<file path="src/rtl/dtpwm_pkg.sv">
package dtpwm_pkg;
  localparam int BUS_AW = 3;
  localparam logic [BUS_AW-1:0] A_CTRL   = 3'd0;
  localparam logic [BUS_AW-1:0] A_PER_LO = 3'd1;
  localparam logic [BUS_AW-1:0] A_PER_HI = 3'd2;
  localparam logic [BUS_AW-1:0] A_CA_LO  = 3'd3;
  localparam logic [BUS_AW-1:0] A_CA_HI  = 3'd4;
  localparam logic [BUS_AW-1:0] A_CB_LO  = 3'd5;
  localparam logic [BUS_AW-1:0] A_CB_HI  = 3'd6;
  localparam logic [BUS_AW-1:0] A_DEAD   = 3'd7;

  typedef enum logic [1:0] {
    SQ_OFF  = 2'd0,
    SQ_LEAD = 2'd1,
    SQ_ON   = 2'd2,
    SQ_LAG  = 2'd3
  } seq_e;
endpackage

</file>
<file path="src/rtl/dtpwm_regs.sv">
module dtpwm_regs #(
  parameter int CNT_W = 12,
  parameter int DT_W  = 5,
  parameter int PS_W  = 3
) (
  input  logic               clk,
  input  logic               rst,
  input  logic               bus_wr,
  input  logic [2:0]         bus_addr,
  input  logic [7:0]         bus_wdata,
  output logic [7:0]         bus_rdata,
  input  logic               cap_load,
  input  logic [CNT_W-1:0]   cap_value,
  output logic               run,
  output logic               cap_mode,
  output logic               cap_rise,
  output logic               trig_en,
  output logic [PS_W-1:0]    ps,
  output logic [CNT_W-1:0]   per_w,
  output logic [CNT_W-1:0]   cmpa_w,
  output logic [CNT_W-1:0]   cmpb_w,
  output logic [DT_W-1:0]    dt
);
  import dtpwm_pkg::*;

  localparam int HI_W   = CNT_W - 8;
  localparam int CTRL_W = 4 + PS_W;

  logic [CTRL_W-1:0] ctrl_q;
  logic [CNT_W-1:0]  per_q, cmpa_q, cmpb_q;
  logic [DT_W-1:0]   dt_q;

  always_ff @(posedge clk) begin
    if (rst) begin
      ctrl_q <= '0;
      per_q  <= '1;
      cmpa_q <= '1;
      cmpb_q <= '1;
      dt_q   <= '1;
    end else begin
      if (bus_wr) begin
        case (bus_addr)
          A_CTRL:   ctrl_q <= bus_wdata[CTRL_W-1:0];
          A_PER_LO: per_q[7:0] <= bus_wdata;
          A_PER_HI: per_q[CNT_W-1:8] <= bus_wdata[HI_W-1:0];
          A_CA_LO:  cmpa_q[7:0] <= bus_wdata;
          A_CA_HI:  cmpa_q[CNT_W-1:8] <= bus_wdata[HI_W-1:0];
          A_CB_LO:  cmpb_q[7:0] <= bus_wdata;
          A_CB_HI:  cmpb_q[CNT_W-1:8] <= bus_wdata[HI_W-1:0];
          default:  if (!ctrl_q[0]) dt_q <= bus_wdata[DT_W-1:0];
        endcase
      end
      if (cap_load) per_q <= cap_value;
    end
  end

  always_ff @(posedge clk) begin
    if (rst) begin
      bus_rdata <= '0;
    end else begin
      case (bus_addr)
        A_CTRL:   bus_rdata <= 8'(ctrl_q);
        A_PER_LO: bus_rdata <= per_q[7:0];
        A_PER_HI: bus_rdata <= 8'(per_q[CNT_W-1:8]);
        A_CA_LO:  bus_rdata <= cmpa_q[7:0];
        A_CA_HI:  bus_rdata <= 8'(cmpa_q[CNT_W-1:8]);
        A_CB_LO:  bus_rdata <= cmpb_q[7:0];
        A_CB_HI:  bus_rdata <= 8'(cmpb_q[CNT_W-1:8]);
        default:  bus_rdata <= 8'(dt_q);
      endcase
    end
  end

  assign run      = ctrl_q[0];
  assign cap_mode = ctrl_q[1];
  assign cap_rise = ctrl_q[2];
  assign trig_en  = ctrl_q[3];
  assign ps       = ctrl_q[CTRL_W-1:4];
  assign per_w    = per_q;
  assign cmpa_w   = cmpa_q;
  assign cmpb_w   = cmpb_q;
  assign dt       = dt_q;
endmodule

</file>
<file path="src/rtl/dtpwm_counter.sv">
module dtpwm_counter #(
  parameter int CNT_W = 12,
  parameter int PS_W  = 3
) (
  input  logic             clk,
  input  logic             rst,
  input  logic             run,
  input  logic             cap_mode,
  input  logic             trig_en,
  input  logic [PS_W-1:0]  ps,
  input  logic [CNT_W-1:0] per_w,
  input  logic [CNT_W-1:0] cmpa_w,
  input  logic [CNT_W-1:0] cmpb_w,
  output logic [CNT_W-1:0] cnt,
  output logic [CNT_W-1:0] per_act,
  output logic             evt_on,
  output logic             evt_off,
  output logic             strobe_o,
  output logic             adc_trig_o
);
  logic [PS_W-1:0]  pre_q;
  logic [CNT_W-1:0] cmpa_act, cmpb_act;
  logic             tick, wrap;

  assign tick    = run && (pre_q == ps);
  assign wrap    = tick && (cap_mode ? (cnt == '1) : (cnt == per_act));
  assign evt_on  = tick && !wrap && (cnt == cmpa_act);
  assign evt_off = wrap;

  always_ff @(posedge clk) begin
    if (rst) begin
      pre_q      <= '0;
      cnt        <= '0;
      per_act    <= '1;
      cmpa_act   <= '1;
      cmpb_act   <= '1;
      strobe_o   <= 1'b0;
      adc_trig_o <= 1'b0;
    end else if (!run) begin
      pre_q      <= '0;
      cnt        <= '0;
      per_act    <= per_w;
      cmpa_act   <= cmpa_w;
      cmpb_act   <= cmpb_w;
      strobe_o   <= 1'b0;
      adc_trig_o <= 1'b0;
    end else begin
      adc_trig_o <= 1'b0;
      pre_q      <= tick ? '0 : pre_q + PS_W'(1);
      if (tick) begin
        if (wrap) begin
          cnt      <= '0;
          per_act  <= per_w;
          cmpa_act <= cmpa_w;
          cmpb_act <= cmpb_w;
          strobe_o <= 1'b0;
        end else begin
          cnt <= cnt + CNT_W'(1);
          if ((cnt == cmpb_act) && !strobe_o) begin
            strobe_o   <= 1'b1;
            adc_trig_o <= trig_en;
          end
        end
      end
    end
  end
endmodule

</file>
<file path="src/rtl/dtpwm_deadtime.sv">
module dtpwm_deadtime #(
  parameter int DT_W = 5
) (
  input  logic            clk,
  input  logic            rst,
  input  logic            run,
  input  logic            cap_mode,
  input  logic            evt_on,
  input  logic            evt_off,
  input  logic [DT_W-1:0] dt,
  output logic            hs1_o,
  output logic            hs2_o
);
  import dtpwm_pkg::*;

  seq_e            st, nxt;
  logic [DT_W-1:0] dcnt, dn;

  always_comb begin
    nxt = st;
    dn  = dcnt;
    case (st)
      SQ_OFF: if (evt_on) begin
        nxt = (dt == '0) ? SQ_ON : SQ_LEAD;
        dn  = DT_W'(1);
      end
      SQ_LEAD: begin
        if (evt_off) begin
          nxt = (dt == '0) ? SQ_OFF : SQ_LAG;
          dn  = DT_W'(1);
        end else if (dcnt == dt) begin
          nxt = SQ_ON;
        end else begin
          dn = dcnt + DT_W'(1);
        end
      end
      SQ_ON: if (evt_off) begin
        nxt = (dt == '0) ? SQ_OFF : SQ_LAG;
        dn  = DT_W'(1);
      end
      default: begin
        if (dcnt == dt) nxt = SQ_OFF;
        else            dn  = dcnt + DT_W'(1);
      end
    endcase
    if (!run) begin
      nxt = SQ_OFF;
      dn  = '0;
    end
  end

  always_ff @(posedge clk) begin
    if (rst) begin
      st    <= SQ_OFF;
      dcnt  <= '0;
      hs1_o <= 1'b0;
      hs2_o <= 1'b0;
    end else begin
      st    <= nxt;
      dcnt  <= dn;
      hs1_o <= (nxt != SQ_OFF);
      hs2_o <= (nxt == SQ_ON) && !cap_mode;
    end
  end
endmodule

</file>
<file path="src/rtl/dtpwm_capture.sv">
module dtpwm_capture (
  input  logic clk,
  input  logic rst,
  input  logic run,
  input  logic cap_mode,
  input  logic cap_rise,
  input  logic pin_i,
  output logic cap_load
);
  logic [2:0] sync_q;

  always_ff @(posedge clk) begin
    if (rst) sync_q <= '0;
    else     sync_q <= {sync_q[1:0], pin_i};
  end

  assign cap_load = run && cap_mode &&
                    (cap_rise ? (sync_q[1] && !sync_q[2]) : (!sync_q[1] && sync_q[2]));
endmodule

</file>
<file path="src/rtl/dtpwm_timer.sv">
module dtpwm_timer #(
  parameter int CNT_W = 12,
  parameter int DT_W  = 5,
  parameter int PS_W  = 3
) (
  input  logic       clk,
  input  logic       rst,
  input  logic       bus_wr,
  input  logic [2:0] bus_addr,
  input  logic [7:0] bus_wdata,
  output logic [7:0] bus_rdata,
  input  logic       hs2_i,
  output logic       hs1_o,
  output logic       hs2_o,
  output logic       hs2_oe_o,
  output logic       strobe_o,
  output logic       adc_trig_o
);
  logic             run, cap_mode, cap_rise, trig_en, cap_load;
  logic [PS_W-1:0]  ps;
  logic [CNT_W-1:0] per_w, cmpa_w, cmpb_w, cnt, per_act;
  logic [DT_W-1:0]  dt;
  logic             evt_on, evt_off;

  dtpwm_regs #(.CNT_W(CNT_W), .DT_W(DT_W), .PS_W(PS_W)) u_regs (
    .clk(clk), .rst(rst), .bus_wr(bus_wr), .bus_addr(bus_addr),
    .bus_wdata(bus_wdata), .bus_rdata(bus_rdata),
    .cap_load(cap_load), .cap_value(cnt),
    .run(run), .cap_mode(cap_mode), .cap_rise(cap_rise), .trig_en(trig_en),
    .ps(ps), .per_w(per_w), .cmpa_w(cmpa_w), .cmpb_w(cmpb_w), .dt(dt)
  );

  dtpwm_counter #(.CNT_W(CNT_W), .PS_W(PS_W)) u_cnt (
    .clk(clk), .rst(rst), .run(run), .cap_mode(cap_mode), .trig_en(trig_en),
    .ps(ps), .per_w(per_w), .cmpa_w(cmpa_w), .cmpb_w(cmpb_w),
    .cnt(cnt), .per_act(per_act), .evt_on(evt_on), .evt_off(evt_off),
    .strobe_o(strobe_o), .adc_trig_o(adc_trig_o)
  );

  dtpwm_deadtime #(.DT_W(DT_W)) u_seq (
    .clk(clk), .rst(rst), .run(run), .cap_mode(cap_mode),
    .evt_on(evt_on), .evt_off(evt_off), .dt(dt),
    .hs1_o(hs1_o), .hs2_o(hs2_o)
  );

  dtpwm_capture u_cap (
    .clk(clk), .rst(rst), .run(run), .cap_mode(cap_mode),
    .cap_rise(cap_rise), .pin_i(hs2_i), .cap_load(cap_load)
  );

  assign hs2_oe_o = !cap_mode;
endmodule

</file>
<file path="config.mk">
export PLATFORM = sky130hd
export DESIGN_NAME = dtpwm_timer
export DESIGN_NICKNAME = d
export VERILOG_FILES = /design/src/rtl/dtpwm_pkg.sv /design/src/rtl/dtpwm_regs.sv /design/src/rtl/dtpwm_counter.sv /design/src/rtl/dtpwm_deadtime.sv /design/src/rtl/dtpwm_capture.sv /design/src/rtl/dtpwm_timer.sv
export SDC_FILE = /design/constraint.sdc
export NUM_CORES = 1
export LEC_CHECK = 0
export CORE_UTILIZATION = 55
export CTS_BUF_LIST = sky130_fd_sc_hd__clkbuf_2 sky130_fd_sc_hd__clkbuf_4 sky130_fd_sc_hd__clkbuf_8
export DETAILED_ROUTE_END_ITERATION = 8
export GPL_TIMING_DRIVEN = 0
export PLACE_DENSITY = 0.76
export RECOVER_POWER = 50
export SYNTH_ARGS = -nofsm -noshare
export SYNTH_HDL_FRONTEND = slang
export SYNTH_HIERARCHICAL = 1
export SYNTH_SLANG_ARGS = --single-unit
</file>
<file path="constraint.sdc">
create_clock -name clk -period 3.86 [get_ports clk]
set_input_delay 0.772 -clock clk [delete_from_list [all_inputs] [get_ports clk]]
set_output_delay 0.772 -clock clk [all_outputs]
set_load 0.1 [all_outputs]
</file>
---- Yosys cells after proc, flatten, opt, wreduce, memory -nomap -nowiden ----
Index checks and enable logic that the tools add are counted.
operators by class
  eq/ne operators ......................... 19
  multiplexer cells ....................... 33
  add/sub/neg operators ................... 3
  bitwise operators ....................... 4
  reduce and logical (&&, ||, !) cells .... 38
operators with widths
  operator                 count
  $mux W12                 12
  $pmux W8 S7              1
  $eq A12 B12 Y1           3
  $mux W5                  4
  $reduce_and A2 Y1        10
  $mux W2                  8
  $pmux W5 S3              1
  $add A12 B1 Y12 const B  1
  $eq A12 B12 Y1 const B   1
  $logic_and A1 B1 Y1      10
  $reduce_bool A2 Y1       5
  $eq A3 B3 Y1 const B     3
  $mux W8                  1
  $reduce_or A7 Y1         1
  $eq A3 B2 Y1 const B     2
  $pmux W2 S3              1
  $add A5 B1 Y5 const B    1
  $eq A5 B5 Y1             1
  $logic_not A1 Y1         5
  $logic_not A5 Y1         1
  $reduce_or A5 Y1         1
  $eq A2 B2 Y1 const B     2
  $mux W1                  4
  $mux W4                  1
  other kinds (12)         17
storage, ports and cells
  input port bits ......................... 15
  register bits ........................... 121
  logic and storage cells ................. 118
  output and inout bits ................... 13

---- Logic depth before layout (Yosys ltp) ----
Gate-level depths: netlist of run 1.
  depth after elaboration ................. 11
  gate-level depth with buffers ........... 12
  depth with buffers taken out ............ 9

---- Hierarchy ----
Netlist of run 1, hierarchy kept.
by module, submodules not included
  module          instances  area an instance (µm²)  seq. area each (µm²)  cells each
  dtpwm_counter   1          2899.0                  1061.0                316
  dtpwm_regs      1          2705.1                  1121.1                282
  dtpwm_deadtime  1          660.6                   180.2                 74
  dtpwm_capture   1          103.8                   60.1                  10
  dtpwm_timer     1          3.8                     0.0                   1

---- Least setup slack after synthesis of run 1 ----
Ideal clock, no wire load.
  path kind ............................... register -> register
  from .................................... register u_regs.ctrl_q[1]
  to ...................................... register u_seq.dcnt[3]
  data required time ...................... 3739 ps
  library setup time ...................... 121 ps
  arrival time ............................ 2600 ps
  clock period less this slack ............ 2721 ps
  slack ................................... 1139 ps
  stages on the path, launching flop included .. 12
  path buffers ............................ 2
  cell sequence ........................... dfxtp_1 buf_6 or3_1 a211oi_2 o32a_2 nand4_4 buf_2 nor2_1 mux2i_1 o2111a_2 and2_1 mux2_4
on the way
  cells in the longest elaborated chain, start to end .. 7
  elaborated cells on any way between the ends .. 10
  those cells by class .................... eq/ne (2); mux (3); reduce/logical (5)
ends and longest elaborated chain
  item                                line                  source
  start: declaration                  dtpwm_regs.sv:29      logic [CTRL_W-1:0] ctrl_q;
  start signal: assignment            dtpwm_regs.sv:43      A_CTRL: ctrl_q <= bus_wdata[CTRL_W-1:0];
  $mux W1 *                           dtpwm_counter.sv:26   assign wrap = tick && (cap_mode ? (cnt == '1) : (cnt == per_act));
  $logic_and A1 B1 Y1 *               dtpwm_counter.sv:26
  named net evt_off                   dtpwm_timer.sv:23     logic evt_on, evt_off;
  $logic_not A1 Y1                    dtpwm_counter.sv:27   assign evt_on = tick && !wrap && (cnt == cmpa_act);
  $logic_and A1 B1 Y1 (2 in a row)    dtpwm_counter.sv:27
  $ne A2 B2 Y1 (no source line)       --
  $reduce_and A2 Y1 (no source line)  --
  end signal: assignment              dtpwm_deadtime.sv:60  dcnt <= dn;
  end: declaration                    dtpwm_deadtime.sv:17  logic [DT_W-1:0] dcnt, dn;
The timed path passes the listed nets; every way through them passes the cells marked *.
A chain may end at the register's enable or synchronous reset.

---- Worst setup path after layout of run 1 ----
Same ends and word-level chain as after synthesis.

==> impl_metrics.yaml, run 1 <==
cts:
  ctsResizeCount: 0
  htree_levels: 4
  cts_tree: "done"
  clk_pin_slew_ns: 0.07
  clock-sinks: 121
  postCtsSetupRepairBufs: 0
  clk-insertion-delay-late_ns: 0.45
  clock-root-buffer: "clkbuf_8"
  holdBufCountCts: 0
  cts_buffers: 17
  clock_path_buffers: 2
sta:
  skew_ns: 0.007194
  fin_ws_ns: 0.3993
  worst_pin_slew_ns: 0.9853
  timing.setup.tns_ns: 0
  finalHoldViolCount: 0
  post-route-min-period_ns: 3.461
  maxSlewHeadroom_pct: 34.11
  rsz0062_at_grt: "no"
  post-route-period-util_pct: 89.65
  drv_slew: 0
  max_freq_mhz: 289.0
  setup_violations: 0
drt:
  ant_nets: 0
  wl_per_cell_um: 20.31
  drc: 0
  first_iter_violations: 551
  vias: 5512
  routed_wl_mm: 17.85
  viasPerCell: 6.271
  firstDrtPassIters: 5
cells_and_area:
  fin_cells: 879
  mostFrequentLayoutCell: "dfxtp_1"
  layout-drive-gt1-share_pct: 11.64
  postLayoutCellArea_mm2: 0.007124
  n_antenna_cell: 0
  nNetsFinal: 744
  final_cell_mix: "dfxtp_1, nand2_1, and2_1"
  area_growth_pct: 11.80
  nFillCells: 915
logic_synthesis:
  yosysTopAreaCell: "dfxtp_1"
  synth_top_area_share_pct: 38.01
  synth-edff-count: 0
  synthArstFlopShare_pct: 0
  synth_area_leaders: "dfxtp_1, a221o_1, mux2i_1, xnor2_1, and2_1"
  synth_nets: 701
  synth_flop_cell: "dfxtp_1"
  syn-mean-instance-area_um2: 9.330
  ys_ff_latch: 121
  yosysUniqueCellTypes: 70
  yosys_warnings: 6
  netlist_instances: 683
  synth_area_mm2: 0.006372
  ys_seq_area_share_pct: 38.01
floorplanning:
  dieArea_mm2: 0.01202
  io_pins: 28
  die_w_um: 109.6
  core_area_mm2: 0.01108
  start_util_pct: 57.52
  fp.dieH_um: 109.6
  rows: 38
placement:
  dp.cells: 847
  hpwl_mm: 12.94
  gp_congestion: 0.9306
  pre_cts_slack_ns: 0.6484
  numPortBuffers: 24
  dpl_cell_area_mm2: 0.006788
worst_hold_path:
  worstHoldStart: "u_cap/sync_q[0]"
  hp-class: "reg2reg"
power:
  ir_drop_mv: 0.2825
  power_density_mw_per_mm2: 376.4
  leakagePower_nw: 2.682
worst_setup_path:
  timing_worst_setup_path_type: "reg2reg"
  cpLargestDelayFamily: "simple AND/OR/NAND/NOR gates"
  cp_data_arrival_time_ns: 3.80
  startpoint: "u_regs/ctrl_q[1]"
  crit_chain: "buf_6, clkbuf_1, a21oi_1, o22ai_1, nand4_4, buf_2, nor2_1, mux2i_1, o2111a_2, and2_1, mux2_4"
  worstPathMaxFanout: 10
  cp-start-kind: "register"
  crit_required_ns: 4.20
  reg2reg_from: "u_regs/ctrl_q[1]"
  cp-end-kind: "register"
  slowest_delay_ns: 0.51
  path_buf_inv: 3
  cp_slowest_cell: "dfxtp_1"
global_route:
  first_global_vias: 5133
  grt_max_degree: 17
  grtUsageMet2_pct: 48.34
  grt-ovfl-total: 0
  grt_usage_pct: 31.41
  grt_util_met3_pct: 7.410
  use_met1_pct: 40.52
  grt.busiest_layer: "met2"
  antenna_found_initial: 0
  grt_pass1_wl_mm: 27.48
outcome:
  outcome: "completed"
flow_run:
  drv_cap: 0
## state kept, by name, indices dropped and copies added (netlist names)
register / cells
u_cnt/pre_q: 3
u_regs/cmpb_w: 12
u_seq/dcnt: 5
u_cnt/cmpb_act: 12
u_seq/hs2_o: 1
u_regs/bus_rdata: 8
u_regs/ctrl_q: 7
u_cnt/per_act: 12
u_regs/dt: 5
u_regs/cmpa_w: 12
u_cnt/strobe_o: 1
u_cnt/cmpa_act: 12
u_regs/per_w: 12
u_cap/sync_q: 3
u_seq/st: 2
u_cnt/cnt: 12
u_seq/hs1_o: 1
u_cnt/adc_trig_o: 1
## synth_stat cells (4+ instances only)
cell	count
mux2i_1	36
or3b_1	5
and3_1	15
nand2_1	56
clkbuf_1	23
a211oi_1	6
buf_6	15
o32ai_1	4
inv_1	13
and2_1	37
buf_4	6
buf_2	17
o21ai_0	11
a32o_1	4
nor2_1	31
a31oi_1	7
nor4_1	5
a21oi_1	29
dfxtp_1	121
o21ai_1	4
nand3b_1	11
and3b_1	8
nand4_1	9
nor2b_1	6
o211ai_1	13
xor2_1	15
a21boi_0	4
nand3_1	18
xnor2_1	28
nor3_1	7
a221o_1	36
o22ai_1	4
nand2b_1	7
nor3b_1	19
## cell type report
type | count | area [µm²] | share of cell area (%)
Sequential cell | 121 | 2422 | 34.00
Timing Repair Buffer | 24 | 240.2 | 3.372
Clock inverter | 7 | 65.06 | 0.9132
Multi-Input combinational cell | 486 | 3486 | 48.93
Tap cell | 140 | 175.2 | 2.459
Buffer | 63 | 361.6 | 5.076
Inverter | 13 | 48.80 | 0.6849
Clock buffer | 25 | 325.3 | 4.566
## final timing paths
path / endpoint / slack (ns) / cells after the start
hold reg to reg: u_cap/sync_q[1] / 0.45 / 1
hold / removal: u_cap/sync_q[1] / 0.45 / 1
setup reg to reg: u_seq/dcnt[3] / 0.40 / 11
setup / recovery: u_seq/dcnt[3] / 0.40 / 11
## worst reg2reg max path, delay by kind of cell (launching register included)
family / cells / cell delay [ns]
and+or+nand+nor: 3 / 0.87
buffers and inverters: 3 / 0.82
AOI/OAI and AO/OA: 3 / 0.69
DFF: 1 / 0.51
muxes: 2 / 0.47
## metrics by stage
stage          hold WS, ns  util (%)  power [mW]
2_1_floorplan       0.4138         -       1.519
3_3_place_gp        0.4239     61.27       1.595
3_5_place_dp        0.4338     61.27       1.602
4_1_cts             0.4560     64.80       2.699
5_1_grt             0.4765     64.31       2.769
6_report            0.4479     64.31       2.682
## cell families after synthesis
logic type / Yosys count / share of synthesized area (%)
simple gates: 261 / 25.19
fa+ha+maj: 3 / 0.5891
buf+inv: 76 / 6.950
mux: 39 / 6.303
flops: 121 / 38.01
xor+xnor: 43 / 5.910
compound gates: 140 / 17.04
## where the power goes
part / switching (mW) / internal, mW / total, mW
Sequential: 0.0307 / 1.28 / 1.31
Clock: 0.496 / 0.611 / 1.11
Combinational: 0.168 / 0.0956 / 0.263
Total: 0.694 / 1.99 / 2.68
## layer usage
metal | vias to the layer above | wire [µm]
met3 | 38 | 1529
li1 | 2569 | -
met2 | 254 | 8085
met1 | 2651 | 7630
met5 | - | 0
met4 | 0 | 607
No activity file was read; power rests on OpenSTA's default activity.
==> inputs of run 2 (changes only) <==
- clock period: 3.86 -> 4.3 ns (I/O delays scaled with it)
==> run 2 against run 1 <==
- clock-buffer cell count is the same
- cell area shrank 0.40%
- total power decreased by 10%
==> impl_metrics.yaml, run 2 (synthesis gave the netlist of run 1 again) <==
sta:
  worst_pin_slew_ns: 0.9850
  post-route-period-util_pct: 84.16
  drv_slew: 0
  rsz0062_at_grt: "no"
  maxSlewHeadroom_pct: 34.13
  finalHoldViolCount: 0
  timing.setup.tns_ns: 0
  setup_violations: 0
  max_freq_mhz: 276.3
  post-route-min-period_ns: 3.619
  skew_ns: 0.008403
cells_and_area:
  nFillCells: 919
  area_growth_pct: 11.35
  mostFrequentLayoutCell: "dfxtp_1"
  regArea_mm2: 0.002422
  layout-drive-gt1-share_pct: 11.37
  postLayoutCellArea_mm2: 0.007096
  final_cell_mix: "dfxtp_1, nand2_1, and2_1"
  multi_input_area_mm2: 0.003463
  n_antenna_cell: 0
  nNetsFinal: 744
power:
  pwr-share-clk_pct: 41.3
  ir_drop_mv: 0.2548
  swShare_pct: 25.91
  total_power_mw: 2.408
  p_seq_share_pct: 48.9
  power.internal_mw: 1.784
  combPwrFrac_pct: 9.8
  leakagePower_nw: 2.654
  power.switching_mw: 0.6240
  power_density_mw_per_mm2: 339.4
placement:
  numPortBuffers: 24
  dpl_cell_area_mm2: 0.006788
  gp_congestion: 0.9306
  hpwl_mm: 12.94
worst_setup_path:
  rr_worst_depth: 11
  cp-end-kind: "register"
  reg2reg_slack_ns: 0.68
  cp_data_arrival_time_ns: 3.97
  cp-start-kind: "register"
  crit_required_ns: 4.65
  reg2reg_from: "u_cnt/cnt[3]"
  timing_worst_setup_path_type: "reg2reg"
  endpoint: "u_seq/dcnt[3]"
  reg2reg_to: "u_seq/dcnt[3]"
  startpoint: "u_cnt/cnt[3]"
  worstPathMaxFanout: 10
drt:
  drc: 0
  wl_per_cell_um: 20.35
  vias: 5515
  routed_wl_mm: 17.89
  first_iter_violations: 570
  viasPerCell: 6.274
  firstDrtPassIters: 5
  ant_nets: 0
floorplanning:
  io_pins: 28
  core_area_mm2: 0.01108
  start_util_pct: 57.52
  dieArea_mm2: 0.01202
  rows: 38
  fp.dieH_um: 109.6
  die_w_um: 109.6
cts:
  clock-root-buffer: "clkbuf_8"
  clock-sinks: 121
  htree_levels: 4
  ctsResizeCount: 0
  clk-insertion-delay-late_ns: 0.45
  postCtsSetupRepairBufs: 0
  clk_pin_slew_ns: 0.07
  cts_tree: "done"
  holdBufCountCts: 0
  clock_path_buffers: 2
  cts_buffers: 17
global_route:
  grt-ovfl-total: 0
  grt_pass1_wl_mm: 27.48
  grt_usage_pct: 31.41
  antenna_found_initial: 0
  grt_max_degree: 17
  first_global_vias: 5133
worst_hold_path:
  holdPathStages: 1
  hp-class: "reg2reg"
outcome:
  outcome: "completed"
flow_run:
  drv_cap: 0
-- run 2: cell counts in the layout (fill, tap and decap cells not counted) --
No cell type changed its count.
-- run 2: worst min-delay path by stage --
stage                                from         endpoint
after floorplan           u_cap/sync_q[0]  u_cap/sync_q[1]
after detailed placement  u_cap/sync_q[0]  u_cap/sync_q[1]
after global routing      u_cap/sync_q[0]  u_cap/sync_q[1]
final                     u_cap/sync_q[0]  u_cap/sync_q[1]
after global placement    u_cap/sync_q[0]  u_cap/sync_q[1]
after CTS                 u_cap/sync_q[0]  u_cap/sync_q[1]
-- run 2: worst max-delay path: stages (launching register included) --
cell,delay (ns)
dfxtp_1,0.36
clkbuf_1,0.50
nand4bb_1,0.18
nor2_1,0.13
o32a_2,0.16
nand4_1,0.38
buf_2,0.35
nor2_1,0.47
mux2i_1,0.20
o2111a_2,0.34
and2_1,0.17
mux2_4,0.26
-- run 2: area by class of cell --
cell class,count,share of cell area [%]
plain buffers,63,5.008
clock buffers,25,4.585
clock inverters,7,0.9169
inverters,13,0.6877
multi-input cells,486,48.81
flip-flops and latches,121,34.14
well taps,140,2.469
repair buffers,24,3.386
-- run 2: power by group through the flow --
| stage | Combinational, mW | Clock, mW | Sequential, mW |
|---|---|---|---|
| final | 0.236 | 0.994 | 1.18 |
| after global routing | 0.250 | 1.06 | 1.18 |
| after CTS | 0.238 | 1.01 | 1.18 |
| after detailed placement | 0.237 | 0 | 1.20 |
| after global placement | 0.231 | 0 | 1.20 |
| after floorplan | 0.130 | 0 | 1.23 |
-- run 2: through the flow --
stage	cells	util, %	setup WS, ns	hold slack (ns)
after floorplan	683	-	1.579	0.4138
after global placement	847	61.27	1.190	0.4239
after detailed placement	847	61.27	1.088	0.4338
after CTS	879	64.80	1.031	0.4560
after global routing	879	64.05	0.3903	0.4765
final	879	64.05	0.6809	0.4478
-- run 2: layer usage --
metal | part of all wire [%] | track usage [%]
met5 | 0 | 0
met4 | 3.7 | 17.24
met2 | 45 | 48.34
met3 | 8.0 | 7.410
met1 | 43 | 40.52
